==> src/rtl/fl_tx_pkg.sv <==
package fl_tx_pkg;
  typedef enum logic {
    SQ_QUIET = 1'b0,
    SQ_OPEN  = 1'b1
  } sq_state_e;

  // Defaults for a 100 MHz sample clock
  localparam int unsigned DEF_NEG_MIN   = 2;   // about 20 ns of negative swing
  localparam int unsigned DEF_IDLE_RUN  = 18;  // about 180 ns of positive swing
  localparam int unsigned DEF_IDLE_HALF = 50;  // half of a 1 us idle period
endpackage

==> src/rtl/fl_run_detect.sv <==
module fl_run_detect #(
  parameter int unsigned RUN_LEN = 2
) (
  input  logic clk,
  input  logic rst_n,
  input  logic hit,
  output logic reached
);
  generate
    if (RUN_LEN <= 1) begin : g_single
      assign reached = hit;
    end else begin : g_count
      localparam int unsigned CNT_W = $clog2(RUN_LEN);
      localparam logic [CNT_W-1:0] LAST = CNT_W'(RUN_LEN - 1);
      logic [CNT_W-1:0] cnt_q;

      // consecutive hits seen before the current sample, saturating
      always_ff @(posedge clk or negedge rst_n) begin
        if (!rst_n)            cnt_q <= '0;
        else if (!hit)         cnt_q <= '0;
        else if (cnt_q != LAST) cnt_q <= cnt_q + CNT_W'(1);
      end

      assign reached = hit && (cnt_q == LAST);
    end
  endgenerate
endmodule

==> src/rtl/fl_idle_gen.sv <==
module fl_idle_gen #(
  parameter int unsigned HALF = 50
) (
  input  logic clk,
  input  logic rst_n,
  input  logic restart,
  output logic phase
);
  localparam int unsigned CW = (HALF > 1) ? $clog2(HALF) : 1;
  localparam logic [CW-1:0] TOP = CW'(HALF - 1);

  logic [CW-1:0] cnt_q;
  logic          ph_q;

  always_ff @(posedge clk or negedge rst_n) begin
    if (!rst_n) begin
      cnt_q <= '0;
      ph_q  <= 1'b0;
    end else if (restart) begin
      cnt_q <= '0;
      ph_q  <= 1'b0;
    end else if (cnt_q == TOP) begin
      cnt_q <= '0;
      ph_q  <= ~ph_q;
    end else begin
      cnt_q <= cnt_q + CW'(1);
    end
  end

  assign phase = ph_q;
endmodule

==> src/rtl/fl_sq_fsm.sv <==
module fl_sq_fsm
  import fl_tx_pkg::*;
(
  input  logic clk,
  input  logic rst_n,
  input  logic start_hit,
  input  logic idle_hit,
  output logic active,
  output logic soi
);
  sq_state_e st_q, st_d;

  always_comb begin
    st_d = st_q;
    soi  = 1'b0;
    case (st_q)
      SQ_QUIET: if (start_hit) st_d = SQ_OPEN;
      SQ_OPEN: begin
        if (idle_hit) begin
          st_d = SQ_QUIET;
          soi  = 1'b1;
        end
      end
    endcase
  end

  always_ff @(posedge clk or negedge rst_n) begin
    if (!rst_n) st_q <= SQ_QUIET;
    else        st_q <= st_d;
  end

  assign active = (st_q == SQ_OPEN);
endmodule

==> src/rtl/fl_tx_gate.sv <==
module fl_tx_gate
  import fl_tx_pkg::*;
#(
  parameter int unsigned NEG_MIN   = DEF_NEG_MIN,
  parameter int unsigned IDLE_RUN  = DEF_IDLE_RUN,
  parameter int unsigned IDLE_HALF = DEF_IDLE_HALF
) (
  input  logic clk,
  input  logic rst_n,
  input  logic pair_pos,
  input  logic pair_lvl_ok,
  input  logic xmit_block,
  output logic led_drive,
  output logic xmit_active
);
  logic neg_hit, pos_hit;
  logic neg_reached, pos_reached;
  logic act, soi, idle_ph;
  logic forward, led_d, led_q;

  assign neg_hit = !pair_pos && pair_lvl_ok;
  assign pos_hit = pair_pos && pair_lvl_ok;

  fl_run_detect #(.RUN_LEN(NEG_MIN)) u_neg_run (
    .clk(clk), .rst_n(rst_n), .hit(neg_hit), .reached(neg_reached)
  );

  fl_run_detect #(.RUN_LEN(IDLE_RUN)) u_pos_run (
    .clk(clk), .rst_n(rst_n), .hit(pos_hit), .reached(pos_reached)
  );

  fl_sq_fsm u_fsm (
    .clk(clk), .rst_n(rst_n),
    .start_hit(neg_reached), .idle_hit(pos_reached),
    .active(act), .soi(soi)
  );

  fl_idle_gen #(.HALF(IDLE_HALF)) u_idle (
    .clk(clk), .rst_n(rst_n), .restart(soi), .phase(idle_ph)
  );

  // negative pair lights the LED; idle wave whenever data is not carried
  assign forward = act && !xmit_block;
  assign led_d   = forward ? !pair_pos : idle_ph;

  always_ff @(posedge clk or negedge rst_n) begin
    if (!rst_n) led_q <= 1'b0;
    else        led_q <= led_d;
  end

  assign led_drive   = led_q;
  assign xmit_active = act;
endmodule

==> config.mk <==
export PLATFORM = sky130hd
export DESIGN_NAME = fl_tx_gate
export DESIGN_NICKNAME = d
export VERILOG_FILES = /design/src/rtl/fl_tx_pkg.sv /design/src/rtl/fl_run_detect.sv /design/src/rtl/fl_idle_gen.sv /design/src/rtl/fl_sq_fsm.sv /design/src/rtl/fl_tx_gate.sv
export SDC_FILE = /design/constraint.sdc
export NUM_CORES = 1
export LEC_CHECK = 0
export BUFFER_PORTS_ARGS = -buffer_cell sky130_fd_sc_hd__buf_2
export CAP_MARGIN = 20
export CELL_PAD_IN_SITES_DETAIL_PLACEMENT = 2
export CELL_PAD_IN_SITES_GLOBAL_PLACEMENT = 2
export CORE_AREA = 4 4 48 50
export DETAILED_ROUTE_END_ITERATION = 8
export DIE_AREA = 0 0 52 54
export PLACE_DENSITY = 0.75
export SLEW_MARGIN = 30
export SYNTH_ARGS = -nofsm -noshare
export SYNTH_HDL_FRONTEND = slang
export SYNTH_SLANG_ARGS = --single-unit
==> constraint.sdc <==
create_clock -name clk -period 4.3 [get_ports clk]
set_clock_uncertainty 0.1 [all_clocks]
set_input_delay 0.43 -clock clk [delete_from_list [all_inputs] [get_ports clk]]
set_output_delay 0.43 -clock clk [all_outputs]
set_load 0.1 [all_outputs]
* Word level (Yosys, flattened, before mapping) *
Index checks and enable logic that the tools add are counted.

storage, ports and cells
  register bits = 15
  input port bits = 5
  output and inout bits = 2
  logic and storage cells = 37

operators by class
  add/subtract/negate cells = 3
  eq/ne operators = 4
  mux-type cells = 14
  bitwise operators = 2
  reduce and logical (&&, ||, !) cells = 8

operator list
  cell                   count
  $mux W6                2
  $mux W5                2
  $mux W1                9
  $add A6 B1 Y6 const B  1
  $eq A6 B6 Y1 const B   1
  $add A5 B1 Y5 const B  1
  $eq A5 B5 Y1 const B   1
  $logic_and A1 B1 Y1    5
  $ne A5 B5 Y1 const B   1
  $logic_not A1 Y1       2
  $ne A2 B2 Y1 const B   1
  $not A1 Y1             2
  $pmux W1 S2            1
  $reduce_bool A2 Y1     1
  $add A1 B1 Y1 const B  1

* Longest topological paths before layout *
  depth after elaboration = 5
  depth in mapped cells = 6
  gate-level depth less buffers = 5

* Cells and area by module *
A second synthesis with hierarchy kept.

second synthesis, totals
  cell total of the unflattened synthesis = 69
  area total of the unflattened synthesis = 784.5 µm²

by module, submodules not included
  module                     times used  cells each  area an instance (µm²)  sequential area each (µm²)
  fl_idle_gen                1           30          349.1                   175.2
  fl_run_detect (u_pos_run)  1           27          292.8                   125.1
  fl_tx_gate                 1           6           65.1                    25.0
  fl_sq_fsm                  1           4           46.3                    25.0
  fl_run_detect (u_neg_run)  1           2           31.3                    25.0

* Worst setup path after synthesis *
Ideal clock, no wire load.

  path kind = flip-flop to flip-flop
  from = register u_fsm.st_q (netlist: u_fsm.active)
  to = register u_idle.cnt_q[2]
  setup time = 0.135 ns
  arrival = 1.531 ns
  required time = 4.065 ns
  setup slack = 2.534 ns
  stages on the path, launching flop included = 4
  path buffers = 0
  clock period less this slack = 1.766 ns
  cell sequence = dfrtp_1 nand3_1 o22ai_1 nor2_1

on the way
  word-level cells in the longest chain between the ends = 2

ends and longest elaborated chain
  what                    line               RTL
  start, declared         fl_sq_fsm.sv:11    sq_state_e st_q, st_d;
  start signal, assigned  fl_sq_fsm.sv:29    else st_q <= st_d;
  $mux W1                 fl_sq_fsm.sv:16    case (st_q)
  $mux W6                 fl_idle_gen.sv:19  end else if (restart) begin
  end signal, assigned    fl_idle_gen.sv:26  cnt_q <= cnt_q + CW'(1);
  end, declared           fl_idle_gen.sv:12  logic [CW-1:0] cnt_q;

No other way between the ends.
A chain may end at the register's enable or synchronous reset.

* Worst setup path after layout *
  from = register u_pos_run.g_count.cnt_q[1]
  to = register u_idle.cnt_q[2]

on the way
  word-level cells in the longest chain between the ends = 5

ends and longest elaborated chain
  what                    line                 RTL
  start, declared         fl_run_detect.sv:15  logic [CNT_W-1:0] cnt_q;
  start signal, assigned  fl_run_detect.sv:21  else if (cnt_q != LAST) cnt_q <= cnt_q + CNT_W'(1);
  $eq A5 B5 Y1            fl_run_detect.sv:24  assign reached = hit && (cnt_q == LAST);
  $logic_and A1 B1 Y1     fl_run_detect.sv:24
  $mux W1                 fl_sq_fsm.sv:19      if (idle_hit) begin
  $mux W1                 fl_sq_fsm.sv:16
  $mux W6                 fl_idle_gen.sv:19

No other way between the ends.

==> impl_metrics.toml <==
[clock_tree]
clk_pin_slew_ps = 90
cts_tree = "yes"
cts_buffers = 3
cts_max_path_buffers = 2
clk_latency_ps = 280
cts_sinks = 15
htree_levels = 1
cts_post_setup_buffers_inserted = 0
cts-root-buf = "clkbuf_4"

[drt]
wl_per_cell_um = 13.3
wirelength_um = 1370
drt-pass1-iter-count = 2
antenna_left = 0
drt_iter0_drc = 2
via_per_inst = 4.71
num_vias = 485
drc = 0

[logic_synthesis]
synth-seq-area-share = 0.550
yosysMostFrequentCell = "dfrtp_1"
synth_top_area_share = 0.550
syn_area_um2 = 682
ys_warn_count = 0
yosysUniqueCellTypes = 17
synth_flop_cell = "dfrtp_1"
synth_edf_count = 0
ys_seq_elements = 15
syn_nets = 75
synthTopCellsByCount = "15 x dfrtp_1, 12 x nor2_1, 5 x nand3_1, 5 x xor2_1"
synth_cells = 66
syn_avg_cell_area_um2 = 10.3
synth-async-reset-ratio = 1.00
synth_area_leader_cell = "dfrtp_1"
yosys-top-cells-area = "dfrtp_1 55%, ha_1 7.3%, nor2_1 6.6%"

[final_layout]
nFillCells = 226
diodes = 0
area_delta_synth_final_pct = 13.9
post-route-util = 0.409
nets = 86
drive_gt1_frac = 0.118

[setup_path]
path_cells = "inv_1 > ha_1 > nand4bb_1 > o22ai_1 > nor2_1"
worstSetupPathType = "reg -> reg"
crit_required_ps = 4350
r2r_end = "u_idle.cnt_q[2]$_DFF_PN0_"
cp_max_fo = 7
critPathLaunchType = "register"
slowest_stage = "o22ai_1"
reg2reg_depth = 5
slowest_delay_ps = 510
end_kind = "register"
reg2reg_setup_slack_ps = 2540
r2r_start = "u_pos_run.g_count.cnt_q[1]$_DFFE_PN0P_"
worst_ep_arrival_time_ps = 1810

[timing]
hold_violations = 0
whs_ps = 219
worst_slack_ps = 2540
rsz0062_at_grt = "false"
setup_violations = 0
fmax_ghz = 0.570
slew_headroom = 0.663
period_minus_slack_ps = 1760
worstMarginPinSlew_ps = 506
drv_slew = 0
post-route-period-util = 0.408
fin_tns_setup_ps = 0

[power_and_ir_drop]
pwr-share-seq = 0.495
peakVddDrop_v = 0.000215
power_density_nw_per_um2 = 534
switching_power_mw = 0.160
swShare = 0.386
p_int_mw = 0.255
totalPowerFinal_mw = 0.415
clockPowerShare = 0.197
p_leak_nw = 0.341
p_comb_frac = 0.307

[global_routing]
use_met3 = 0.0332
grt_pass1_wl_um = 2540
use_met1 = 0.148
grt_max_degree = 16
grt-ovfl-total = 0
antenna_found_initial = 0
grt.busiest_layer = "met2"
grt_pass1_vias = 568
met2_usage = 0.218
grt_use_total = 0.130

[run_status]
outcome = "finished clean"

[hold_path]
worstHoldStart = "xmit_block"
hold_class = "in -> reg"
hold_path_end = "led_drive$_DFF_PN0_"
hold_depth = 2

[floorplan]
die_h_um = 54
rows = 16
start_util = 0.359
die_x_um = 52
pin_count = 7
core_um2 = 1900
die_area_um2 = 2810

[placed_design]
hpwl_um = 1010
pre_cts_ws_ps = 2550
place_congestion = 0.646
portBuffers = 6

[run]
cap_violations = 0
[state kept, by name, summed over array words and instances (netlist names)]
name and flops:
u_idle.phase 1, u_pos_run.g_count.cnt_q 5, u_idle.cnt_q 6, led_drive 1, u_fsm.active 1, u_neg_run.g_count.cnt_q 1
[kinds of logic after synthesis]
| logic type | count (synthesis) | synth area share |
|---|---|---|
| compound gates | 11 | 0.0899 |
| xor+xnor | 7 | 0.0899 |
| fa+ha+maj | 4 | 0.0734 |
| buf+inv | 5 | 0.0293 |
| flops | 15 | 0.550 |
| simple gates | 24 | 0.167 |
[power groups by stage]
stage                     Sequential [mW]  Clock, mW  Combinational, mW
after detailed placement            0.210          0              0.129
after global routing                0.212     0.0937              0.147
after floorplan                     0.240          0             0.0650
final                               0.206     0.0819              0.128
after CTS                           0.207     0.0846              0.131
after global placement              0.208          0              0.125
[final cells by class]
class                      count  area (µm²)  area share
clock buffer                   4        26.3      0.0338
inverter                       4        15.0      0.0193
multi-input combinational     46         287       0.369
sequential                    15         375       0.483
tap                           27        33.8      0.0435
timing repair buffer           7        40.0      0.0515
[stage by stage]
| stage | area [µm²] | instances |
|---|---|---|
| 2_1_floorplan | 682 | 66 |
| 5_1_grt | 777 | 103 |
| 6_report | 777 | 103 |
| 3_5_place_dp | 741 | 98 |
| 3_3_place_gp | 741 | 98 |
| 4_1_cts | 777 | 103 |
[layer usage]
metal	vias to the layer above	wire [µm]
li1	239	-
met1	239	620
met2	3	703
met3	4	27
met4	0	19
met5	-	0
[what timing repair did]
item / 4_1_cts / 5_1_grt
endpoints found under the setup margin: 0 / 0
endpoints found under the hold margin: 15 / 0
hold buffers: 1 / 0
gates resized for setup: 0 / 0
[critical path: cells and delay by family, from the launching register on]
kind / cells / cell delay [ps]
DFF: 1 / 420
adders and majority gates: 1 / 130
AOI/OAI and AO/OA: 1 / 510
buffers and inverters: 1 / 70
and+or+nand+nor: 2 / 400
[cell usage in the layout (no fill, tap or decap), types with 2 or more instances in the layout]
cell	instances
a21oi_1	4
buf_2	6
clkbuf_4	3
dfrtp_1	15
ha_1	4
inv_1	4
nand2_1	3
nand3_1	5
nor2_1	12
o21ai_0	4
or3_1	2
xnor2_1	2
xor2_1	5
[worst max path at each step]
| stage | cells past startpoint | from | slack [ps] | endpoint |
|---|---|---|---|---|
| 2_1_floorplan | 3 | u_fsm.active$_DFF_PN0_ | 2530 | u_idle.cnt_q[2]$_DFF_PN0_ |
| 3_3_place_gp | 5 | u_pos_run.g_count.cnt_q[1]$_DFFE_PN0P_ | 2600 | u_idle.cnt_q[2]$_DFF_PN0_ |
| 3_5_place_dp | 5 | u_pos_run.g_count.cnt_q[1]$_DFFE_PN0P_ | 2550 | u_idle.cnt_q[4]$_DFF_PN0_ |
| 4_1_cts | 5 | u_pos_run.g_count.cnt_q[1]$_DFFE_PN0P_ | 2540 | u_idle.cnt_q[4]$_DFF_PN0_ |
| 5_1_grt | 5 | u_pos_run.g_count.cnt_q[1]$_DFFE_PN0P_ | 2390 | u_idle.cnt_q[4]$_DFF_PN0_ |
| 6_report | 5 | u_pos_run.g_count.cnt_q[1]$_DFFE_PN0P_ | 2540 | u_idle.cnt_q[2]$_DFF_PN0_ |
Note: power is estimated with default switching activity, not from simulation.
